[config.mk]
export PLATFORM = sky130hd
export DESIGN_NAME = rto_scanner
export DESIGN_NICKNAME = d
export VERILOG_FILES = /design/src/rtl/rto_pkg.sv /design/src/rtl/rto_timebase.sv /design/src/rtl/rto_lc_table.sv /design/src/rtl/rto_scan.sv /design/src/rtl/rto_scanner.sv
export SDC_FILE = /design/constraint.sdc
export NUM_CORES = 1
export LEC_CHECK = 0
export ABC_AREA = 1
export BUFFER_PORTS_ARGS = -buffer_cell sky130_fd_sc_hd__buf_2
export CORE_ASPECT_RATIO = 1.25
export CORE_MARGIN = 2
export CORE_UTILIZATION = 45
export CTS_CLUSTER_DIAMETER = 150
export DETAILED_ROUTE_END_ITERATION = 10
export PLACE_DENSITY = 0.75
export SLEW_MARGIN = 10
export SYNTH_ARGS = -nofsm -noshare
export SYNTH_HDL_FRONTEND = slang
export SYNTH_SLANG_ARGS = --single-unit
[constraint.sdc]
create_clock -name clk -period 2.5 [get_ports clk]
set_input_delay 0.5 -clock clk [delete_from_list [all_inputs] [get_ports clk]]
set_output_delay 0.5 -clock clk [all_outputs]
set_load 0.01 [all_outputs]
[src/rtl/rto_pkg.sv]
package rto_pkg;
    localparam int TYPE_W = 3;

    // connection types that take part in timeout scanning
    function automatic logic type_ok(input logic [TYPE_W-1:0] t);
        return (t == 3'd5) || (t == 3'd6) || (t == 3'd7);
    endfunction
endpackage

[src/rtl/rto_timebase.sv]
module rto_timebase #(
    parameter int PRESC_W = 8,
    parameter int LIMIT_W = 16
) (
    input  logic               clk,
    input  logic               rst_n,
    input  logic [PRESC_W-1:0] cfg_presc,
    input  logic [LIMIT_W-1:0] cfg_limit,
    input  logic               check_done,
    output logic               pending
);
    typedef struct packed {
        logic [PRESC_W-1:0] presc;
        logic [LIMIT_W-1:0] tb;
    } tb_state_t;

    tb_state_t s_q, s_d;
    logic      armed;

    always_comb begin
        armed   = (cfg_limit != '0);
        pending = armed && (s_q.tb == cfg_limit);
        s_d     = s_q;
        if (!armed || s_q.tb > cfg_limit) begin
            s_d = '0;
        end else if (pending) begin
            if (check_done) s_d = '0;
        end else if (s_q.presc == cfg_presc) begin
            s_d.presc = '0;
            s_d.tb    = s_q.tb + 1'b1;
        end else begin
            s_d.presc = s_q.presc + 1'b1;
        end
    end

    always_ff @(posedge clk) begin
        if (!rst_n) s_q <= '0;
        else        s_q <= s_d;
    end

    // time base frozen while the request waits, unless the limit moved
    assert_tb_hold_R1: assert property (@(posedge clk) disable iff (!rst_n)
        pending && !check_done |=> (s_q.tb == $past(s_q.tb)) || (cfg_limit != $past(cfg_limit)));
endmodule

[src/rtl/rto_lc_table.sv]
module rto_lc_table #(
    parameter int NUM_LC = 16,
    localparam int IDX_W = $clog2(NUM_LC)
) (
    input  logic                       clk,
    input  logic                       rst_n,
    input  logic                       wr_en,
    input  logic [IDX_W-1:0]           wr_idx,
    input  logic                       wr_lc_en,
    input  logic [rto_pkg::TYPE_W-1:0] wr_type,
    input  logic                       clr_valid,
    input  logic [IDX_W-1:0]           clr_idx,
    input  logic [IDX_W-1:0]           vis_idx,
    input  logic                       vis_set,
    input  logic                       vis_fault,
    output logic                       vis_elig,
    output logic                       vis_touched,
    input  logic [IDX_W-1:0]           q_idx,
    output logic                       q_touched,
    output logic                       q_err
);
    typedef struct packed {
        logic [NUM_LC-1:0]                          en;
        logic [NUM_LC-1:0]                          touched;
        logic [NUM_LC-1:0]                          err;
        logic [NUM_LC-1:0][rto_pkg::TYPE_W-1:0]     typ;
    } tbl_t;

    tbl_t t_q, t_d;

    always_comb begin
        t_d = t_q;
        if (vis_set) t_d.touched[vis_idx] = 1'b1;
        if (vis_fault) begin
            t_d.err[vis_idx]     = 1'b1;
            t_d.touched[vis_idx] = 1'b0;
        end
        if (clr_valid) t_d.touched[clr_idx] = 1'b0;
        if (wr_en) begin
            t_d.en[wr_idx]  = wr_lc_en;
            t_d.typ[wr_idx] = wr_type;
            t_d.err[wr_idx] = 1'b0;
        end
        vis_elig    = t_q.en[vis_idx] && rto_pkg::type_ok(t_q.typ[vis_idx]) && !t_q.err[vis_idx];
        vis_touched = t_q.touched[vis_idx];
        q_touched   = t_q.touched[q_idx];
        q_err       = t_q.err[q_idx];
    end

    always_ff @(posedge clk) begin
        if (!rst_n) t_q <= '0;
        else        t_q <= t_d;
    end

    // a fault leaves the LC in error with its marker cleared
    assert_fault_err_R5: assert property (@(posedge clk) disable iff (!rst_n)
        vis_fault && !(wr_en && wr_idx == vis_idx)
        |=> t_q.err[$past(vis_idx)] && !t_q.touched[$past(vis_idx)]);
    // a clear request always leaves the marker low
    assert_clear_wins_R6: assert property (@(posedge clk) disable iff (!rst_n)
        clr_valid |=> !t_q.touched[$past(clr_idx)]);
endmodule

[src/rtl/rto_scan.sv]
module rto_scan #(
    parameter int NUM_LC = 16,
    localparam int IDX_W = $clog2(NUM_LC)
) (
    input  logic             clk,
    input  logic             rst_n,
    input  logic             pending,
    input  logic             cell_busy,
    input  logic [IDX_W-1:0] cfg_lo,
    input  logic [IDX_W-1:0] cfg_hi,
    input  logic             clr_valid,
    input  logic [IDX_W-1:0] clr_idx,
    input  logic             vis_elig,
    input  logic             vis_touched,
    output logic [IDX_W-1:0] vis_idx,
    output logic             vis_set,
    output logic             vis_fault,
    output logic             check_done,
    output logic             to_valid,
    output logic [IDX_W-1:0] to_idx
);
    typedef struct packed {
        logic [IDX_W-1:0] ptr;
        logic [IDX_W:0]   walk;
        logic             ev;
        logic [IDX_W-1:0] ev_idx;
    } scan_t;

    scan_t s_q, s_d;
    logic  act, in_range, span_ok, here, hit_clr, last;
    logic [IDX_W-1:0] nxt;

    always_comb begin
        act      = pending && !cell_busy;
        span_ok  = cfg_hi >= cfg_lo;
        in_range = (s_q.ptr >= cfg_lo) && (s_q.ptr <= cfg_hi);
        nxt      = (!in_range || s_q.ptr == cfg_hi) ? cfg_lo : s_q.ptr + 1'b1;
        here     = in_range && vis_elig;
        hit_clr  = clr_valid && (clr_idx == s_q.ptr);
        last     = !span_ok || (s_q.walk >= {1'b0, cfg_hi - cfg_lo});
        check_done = act && (here || last);
        vis_idx    = s_q.ptr;
        vis_set    = act && here && !vis_touched && !hit_clr;
        vis_fault  = act && here && vis_touched && !hit_clr;

        s_d        = s_q;
        s_d.ev     = vis_fault;
        if (vis_fault) s_d.ev_idx = s_q.ptr;
        if (act) begin
            if (span_ok) s_d.ptr = nxt;
            s_d.walk = check_done ? '0 : s_q.walk + 1'b1;
        end
        to_valid = s_q.ev;
        to_idx   = s_q.ev_idx;
    end

    always_ff @(posedge clk) begin
        if (!rst_n) s_q <= '0;
        else        s_q <= s_d;
    end

    // nothing examined while the cell pipeline is busy
    assert_busy_yields_R7: assert property (@(posedge clk) disable iff (!rst_n)
        cell_busy |-> !check_done && !vis_set && !vis_fault);
    // an event only follows a visit to a marked LC
    assert_event_cause_R5: assert property (@(posedge clk) disable iff (!rst_n)
        to_valid |-> $past(vis_touched) && $past(pending));
    // after a step the pointer lies within the bounds
    assert_in_bounds_R3: assert property (@(posedge clk) disable iff (!rst_n)
        act && span_ok |=> (s_q.ptr >= cfg_lo && s_q.ptr <= cfg_hi)
                           || cfg_lo != $past(cfg_lo) || cfg_hi != $past(cfg_hi));
endmodule

[src/rtl/rto_scanner.sv]
module rto_scanner #(
    parameter int NUM_LC  = 16,
    parameter int PRESC_W = 8,
    parameter int LIMIT_W = 16,
    localparam int IDX_W  = $clog2(NUM_LC)
) (
    input  logic               clk,
    input  logic               rst_n,
    input  logic [PRESC_W-1:0] cfg_presc,
    input  logic [LIMIT_W-1:0] cfg_limit,
    input  logic [IDX_W-1:0]   cfg_lo,
    input  logic [IDX_W-1:0]   cfg_hi,
    input  logic               lc_wr,
    input  logic [IDX_W-1:0]   lc_wr_idx,
    input  logic               lc_wr_en,
    input  logic [2:0]         lc_wr_type,
    input  logic               clr_valid,
    input  logic [IDX_W-1:0]   clr_idx,
    input  logic               cell_busy,
    input  logic [IDX_W-1:0]   q_idx,
    output logic               q_touched,
    output logic               q_err,
    output logic               to_valid,
    output logic [IDX_W-1:0]   to_idx
);
    logic             pending, check_done, vis_set, vis_fault, vis_elig, vis_touched;
    logic [IDX_W-1:0] vis_idx;

    rto_timebase #(.PRESC_W(PRESC_W), .LIMIT_W(LIMIT_W)) u_tb (
        .clk(clk), .rst_n(rst_n), .cfg_presc(cfg_presc), .cfg_limit(cfg_limit),
        .check_done(check_done), .pending(pending));

    rto_scan #(.NUM_LC(NUM_LC)) u_scan (
        .clk(clk), .rst_n(rst_n), .pending(pending), .cell_busy(cell_busy),
        .cfg_lo(cfg_lo), .cfg_hi(cfg_hi), .clr_valid(clr_valid), .clr_idx(clr_idx),
        .vis_elig(vis_elig), .vis_touched(vis_touched), .vis_idx(vis_idx),
        .vis_set(vis_set), .vis_fault(vis_fault), .check_done(check_done),
        .to_valid(to_valid), .to_idx(to_idx));

    rto_lc_table #(.NUM_LC(NUM_LC)) u_tbl (
        .clk(clk), .rst_n(rst_n), .wr_en(lc_wr), .wr_idx(lc_wr_idx),
        .wr_lc_en(lc_wr_en), .wr_type(lc_wr_type), .clr_valid(clr_valid),
        .clr_idx(clr_idx), .vis_idx(vis_idx), .vis_set(vis_set),
        .vis_fault(vis_fault), .vis_elig(vis_elig), .vis_touched(vis_touched),
        .q_idx(q_idx), .q_touched(q_touched), .q_err(q_err));

    // a zero limit never lets a check finish
    assert_idle_zero_R9: assert property (@(posedge clk) disable iff (!rst_n)
        cfg_limit == '0 |-> !check_done && !vis_set && !vis_fault);
    // checks only complete against a pending request
    assert_done_needs_req_R1: assert property (@(posedge clk) disable iff (!rst_n)
        check_done |-> pending);
endmodule

==> results of run 1 <==
synth_stat cells, types with 5 or more instances:
cell type,number
a21oi_2,9
a21oi_1,123
buf_4,6
xor2_1,10
xnor2_1,13
inv_1,193
o21ai_1,5
nand3_1,57
nand2_1,296
clkbuf_1,30
ha_1,39
a31oi_1,6
nand2_4,9
dfxtp_1,134
nor2_1,175
buf_6,7
buf_2,12
nand4_1,44
o21ai_0,113
nor3_1,12
cell families after synthesis:
kind of cell	Yosys count	synth area share [%]
AOI/OAI and AO/OA	273	17.0
adders and majority gates	40	5.93
xor gates and xnor gates	23	2.35
buffers and inverters	256	12.5
and+or+nand+nor	610	30.9
DFF	134	31.3
tightest hold or removal path, delay by kind of cell:
kind	cells	cell delay [ns]
simple gates	2	0.12
buf+inv	1	0.10
compound gates	1	0.06
repair_timing:
| action | 4_1_cts | 5_1_grt |
|---|---|---|
| hold buffers | 0 | 0 |
| resized for setup | 0 | 9 |
| endpoints found under the setup margin | 0 | 26 |
final timing paths:
check | start | end | slack, ns
setup / recovery | cfg_hi[0] | u_tb.s_q[8] | 0.16
hold / removal | lc_wr_idx[2] | u_tbl.t_q[80] | 0.41
setup reg to reg | u_scan.vis_idx[2] | u_tbl.t_q[76] | 0.17
hold reg to reg | u_tbl.t_q[15] | u_tbl.t_q[15] | 0.45
routing by layer:
layer  wire length, um  part of all wire, %  up-vias
li1                  -                    -     4444
met1             10000                   43     3963
met2             11600                   49      307
met3              1270                  5.4       64
met4               656                  2.8        0
met5                 0                    0        -
sequential cells by signal, indices dropped and copies added, names as in the netlist:
register	count
u_scan.s_q	5
u_scan.to_idx	4
u_scan.to_valid	1
u_scan.vis_idx	4
u_tb.s_q	24
u_tbl.t_q	96
cells in the final DEF, fill, tap and decap left out, drive strengths merged, types with 4 or more instances in the layout:
cell and instances:
nor2 179, xor2 10, nand2 307, clkinv 6, a31oi 6, clkbuf 22, nand3 59, nor3b 4
nor3 12, nand4 45, o21ai 118, buf 116, a21oi 132, ha 39, dfxtp 134, xnor2 13
inv 198
power by group:
group / total [mW] / internal, mW / switching, mW
Sequential: 2.18 / 2.16 / 0.0144
Combinational: 0.405 / 0.153 / 0.252
Clock: 2.50 / 1.56 / 0.940
Total: 5.08 / 3.87 / 1.21
layout make-up:
type | instances | area (sq um) | area share (%)
multi-input combinational | 946 | 4840 | 48.6
sequential | 134 | 2680 | 26.9
timing repair buffer | 116 | 818 | 8.21
inverter | 200 | 753 | 7.56
clock buffer | 22 | 484 | 4.86
tap | 232 | 290 | 2.91
clock inverter | 8 | 98.8 | 0.992
stage by stage:
step	cells	total power [mW]	hold WS [ns]	util [%]
finish	1658	5.08	0.409	53.3
global route	1658	5.25	0.438	53.3
global placement	1628	2.61	0.437	50.0
floorplan	1336	2.47	0.429	-
detailed placement	1628	2.62	0.441	50.0
CTS	1658	5.09	0.398	53.1
==> out/results.ini, run 1 <==
[critical_path]
critical-path-top-delay-family = adder cells
reg2regPathDepth = 15
path_cells = buf_2 > inv_1 > ha_1 > inv_1 > fa_1 > xnor2_1 > ha_1 > a21boi_0 > o21ai_0 > nand3_1 > nand2_2 > buf_4 > nand4_1 > a21oi_1
arrival_ns = 2.70
path_depth = 14
cpMaxStageDelayCell = fa_1
path_class = input pin to register
end_kind = register
cp.required_ns = 2.86
cp.buffers_inverters = 4
cpPeakStageDelay_ns = 0.40
start_kind = input pin
critPathMaxFanout = 14

[floorplan]
fp.dieArea_sq_um = 20200
die_h_um = 158
fp.dieW_um = 127
design.core.area_sq_um = 18700
initial_utilization_pct = 45.8
num_rows = 56
io_pins = 60

[timing]
setup_viol = 0
fin_crit_sh_pct = 93.7
min_period_ns = 2.34
final.setup.worst_slack_ns = 0.158
finalSetupTns_ns = 0
fmax_mhz = 427
rsz0062_at_grt = yes
finalMaxSlewViolations = 0
max_slew_margin_pct = 51.5
worst_pin_slew_ns = 0.727
hold_viol_final = 0
skew_ns = 0.00603

[finish]
area_growth_syn_to_layout_pct = 16.4
antenna_cells = 0
drive_gt1_share_pct = 13.1
fin_area_sq_um = 9970
nNetsFinal = 1508
nFillCells = 1783

[global_routing]
gr-total-overflow = 0
use_met1_pct = 28.9
grt_pass1_vias = 8280
grt_util_met2_pct = 42.5
grt_max_degree = 88
grt_usage_pct = 23.9
antenna_found_initial = 0
top_usage_layer = met2
grtUsageMet3_pct = 3.38
grt_pass1_wl_um = 39100

[flow_run]
maxCapViolCount = 0

[synth]
synth.top_cell.area_share_pct = 31.3
post_synth_inst_count = 1336
yosys.area.top_type = dfxtp_1
ys_warn_count = 0
synthesis.area_sq_um = 8560
ys.flop_type = dfxtp_1
synthArstFlopShare_pct = 0
netlist_top_cells_area = dfxtp_1 31%, nand2_1 13%, inv_1 8.5%, nor2_1 7.7%, a21oi_1 7.2%
ys_seq_elements = 134
syn_nets = 1429
yosysSeqAreaShare_pct = 31.3
synth_edf_count = 0
synth_area_per_cell_sq_um = 6.41
post_synth_num_cell_types = 47

[routing]
wirelength_um = 23600
wire_per_inst_um = 14.2
num_vias = 8778
post_drt_via_cell_ratio = 5.29
drtIter0Drc = 630
drtAntennaViolNets = 0
first_pass_iters = 8
post-route-drc-count = 0

[clock_network]
cts_sinks = 134
clock_path_buffers = 2
clkTransAtPathRegs_ns = 0.06
cts_tree = done
numCtsBuffers = 17
cts_root_buf = clkbuf_16
htreeDepth = 4
postCtsSetupBuffers = 0
clk-insertion-delay-late_ns = 0.42

[run_status]
status = completed

[power_and_ir_drop]
ir_worst_vdd_uv = 410
p_per_area_nw_per_um2 = 510
leakagePower_nw = 4.63

[place]
portBuffers = 59
dpl-instance-area_sq_um = 9360
place_congestion = 0.993
dp_slack_ns = -0.357
dp_hpwl_um = 17000

[worst_hold_path]
whs_path_depth = 4
min_path_type = input pin to register

Power figures use the tool's default switching activity.
==> run 2, diff against run 1 <==
--- a/config.mk
+++ b/config.mk
@@ -12,7 +12,7 @@
 export CORE_UTILIZATION = 45
 export CTS_CLUSTER_DIAMETER = 150
 export DETAILED_ROUTE_END_ITERATION = 10
-export PLACE_DENSITY = 0.75
+export PLACE_DENSITY = 0.72
 export SLEW_MARGIN = 10
 export SYNTH_ARGS = -nofsm -noshare
 export SYNTH_HDL_FRONTEND = slang
==> constraint.sdc (replaced) <==
create_clock -name clk -period 2.22 [get_ports clk]
set_input_delay 0.444 -clock clk [delete_from_list [all_inputs] [get_ports clk]]
set_output_delay 0.444 -clock clk [all_outputs]
set_load 0.01 [all_outputs]
==> out/results.ini, run 2 (synthesis results as in run 1) <==
[run_status]
status = complete, but fails checks
violations = setup timing

[clock_network]
htreeDepth = 4  ; unchanged
cts_root_buf = clkbuf_16
clock_path_buffers = 2  ; unchanged
cts_tree = done
clk-insertion-delay-late_ns = 0.43  ; about the same
cts_hold_buf = 0  ; unchanged
clkTransAtPathRegs_ns = 0.06  ; about the same
numCtsBuffers = 17  ; unchanged
cts_sinks = 134  ; unchanged

[finish]
mostFrequentLayoutCell = nand2_1
regMostFlops = u_tbl.t_q
nNetsFinal = 1555  ; +3.1%
antenna_cells = 0  ; unchanged
drive_gt1_share_pct = 21.1  ; +8.0 points
fin_cells = 1707  ; +3.0%
largest_register_ffs = 96  ; unchanged
area_growth_syn_to_layout_pct = 26.4
layout_common_cells = 272 x nand2_1, 187 x inv_1, 168 x nor2_1
fin_area_sq_um = 10800  ; +8.6%
reg.largest.list = u_tbl.t_q x96, u_tb.s_q x24, u_scan.s_q x5

[timing]
skew_ns = 0.0184  ; +0.0124 ns
max_slew_margin_pct = 59.7  ; +8.2 points
worst_pin_slew_ns = 0.604  ; -0.122 ns
final.setup.worst_slack_ns = -0.0523  ; -0.210 ns
setup_viol = 30  ; +30
hold_viol_final = 0  ; unchanged
finalMaxSlewViolations = 0  ; unchanged
fmax_mhz = 440
fin_crit_sh_pct = 102
min_period_ns = 2.27
rsz0062_at_grt = yes
fin_hold_ws_ns = 0.362  ; -0.0475 ns

[global_routing]
grt_pass1_vias = 8389  ; +1.3%
grt_usage_pct = 24.5  ; +0.53 points
grt_pass1_wl_um = 39800  ; +1.9%
gr-total-overflow = 0  ; unchanged
grt_max_degree = 88  ; unchanged
antenna_found_initial = 0  ; unchanged

[flow_run]
maxCapViolCount = 0  ; unchanged

[place]
dpl-instance-area_sq_um = 9680  ; +3.4%
dp_hpwl_um = 17300  ; +2.1%
place_congestion = 0.964  ; -3.0%
place_inst = 1663  ; +2.1%
portBuffers = 59  ; unchanged

[critical_path]
critPathMaxFanout = 6  ; -8
cpMaxStageDelayCell = dfxtp_2
arrival_ns = 2.59  ; -0.11 ns
path_class = register to register
cp.buffers_inverters = 2  ; -2
start_kind = register
cp.required_ns = 2.54  ; -0.32 ns
cpPeakStageDelay_ns = 0.34  ; -0.06 ns
path_cells = ha_4 > nand2_2 > nor2_2 > nand4_1 > nor2_2 > nand3b_1 > nor2_2 > nand2_2 > nor2_8 > nand3_4 > inv_8 > buf_12 > nand2_4 > nand2_2 > nor2_1
end_kind = register
r2r_slack_ns = -0.05  ; -0.22 ns
critical-path-top-delay-family = simple AND/OR/NAND/NOR gates

[routing]
drtAntennaViolNets = 0  ; unchanged
num_vias = 8986  ; +2.4%
post_drt_via_cell_ratio = 5.26  ; -0.57%
post-route-drc-count = 0  ; unchanged
first_pass_iters = 5  ; -3
drtIter0Drc = 539  ; -14%
wirelength_um = 25100  ; +6.6%
wire_per_inst_um = 14.7  ; +3.5%

[worst_hold_path]
min_path_type = input pin to register

[floorplan]
fp.dieArea_sq_um = 20200  ; unchanged
initial_utilization_pct = 45.8  ; unchanged
die_h_um = 158  ; unchanged
fp.dieW_um = 127  ; unchanged
io_pins = 60  ; unchanged
design.core.area_sq_um = 18700  ; unchanged
num_rows = 56  ; unchanged

[power_and_ir_drop]
p_per_area_nw_per_um2 = 549  ; +7.7%
leakagePower_nw = 5.00  ; +8.0%
ir_worst_vdd_uv = 485  ; +18%
finalPower_mw = 5.94  ; +17%

[run 2: path summary, 6_finish.rpt]
path,from,to,cells after the start
hold reg to reg,u_tbl.t_q[33],u_tbl.t_q[33],2
setup reg to reg,u_tb.s_q[15],u_tbl.t_q[66],15
setup / recovery,u_tb.s_q[15],u_tbl.t_q[66],15
hold / removal,lc_wr_idx[2],u_tbl.t_q[80],4
[run 2: routing by layer]
metal / track usage (%) / vias to the layer above / share of wire, %
li1: - / 4553 / -
met1: 29.0 / 4072 / 41
met2: 44.0 / 295 / 51
met3: 3.82 / 66 / 5.3
met4: 9.84 / 0 / 3.2
met5: 0 / - / 0
[run 2: layout make-up]
type / instances / area, sq um
timing repair buffer: 162 / 1300
multi-input combinational: 946 / 5130
clock buffer: 25 / 505
sequential: 134 / 2700
clock inverter: 7 / 116
inverter: 200 / 776
timing repair inverter: 1 / 6.26
fill: 1709 / 7880
tap: 232 / 290
[run 2: per-stage QoR]
step / setup WS (ns) / utilization, % / setup TNS (ns)
final: -0.0523 / 57.9 / -0.672
after global routing: -0.159 / 57.9 / -6.89
after CTS: 0.00292 / 56.3 / 0
after detailed placement: -0.552 / 51.7 / -22.59
after global placement: -0.485 / 51.7 / -19.16
after floorplan: -0.165 / - / -2.92
[run 2: worst reg2reg max path, stage by stage (launching register included)]
cell and delay [ns]:
dfxtp_2 0.34, ha_4 0.28, nand2_2 0.07, nor2_2 0.11, nand4_1 0.13, nor2_2 0.14
nand3b_1 0.18, nor2_2 0.13, nand2_2 0.09, nor2_8 0.14, nand3_4 0.13, inv_8 0.12
buf_12 0.12, nand2_4 0.05, nand2_2 0.07, nor2_1 0.04
[run 2: report_power, final]
part | leakage, nW | internal [mW] | switching (mW)
combinational | 3.61 | 0.212 | 0.311
sequential | 1.09 | 2.43 | 0.0164
clock | 0.303 | 1.91 | 1.05
total | 5.00 | 4.56 | 1.38
[run 2: repair_timing]
action	in CTS	in global routing
cloned	2	1
setup buffers	11	0
endpoints found under the setup margin	47	67
pin swaps	13	22
gates resized for setup	29	83
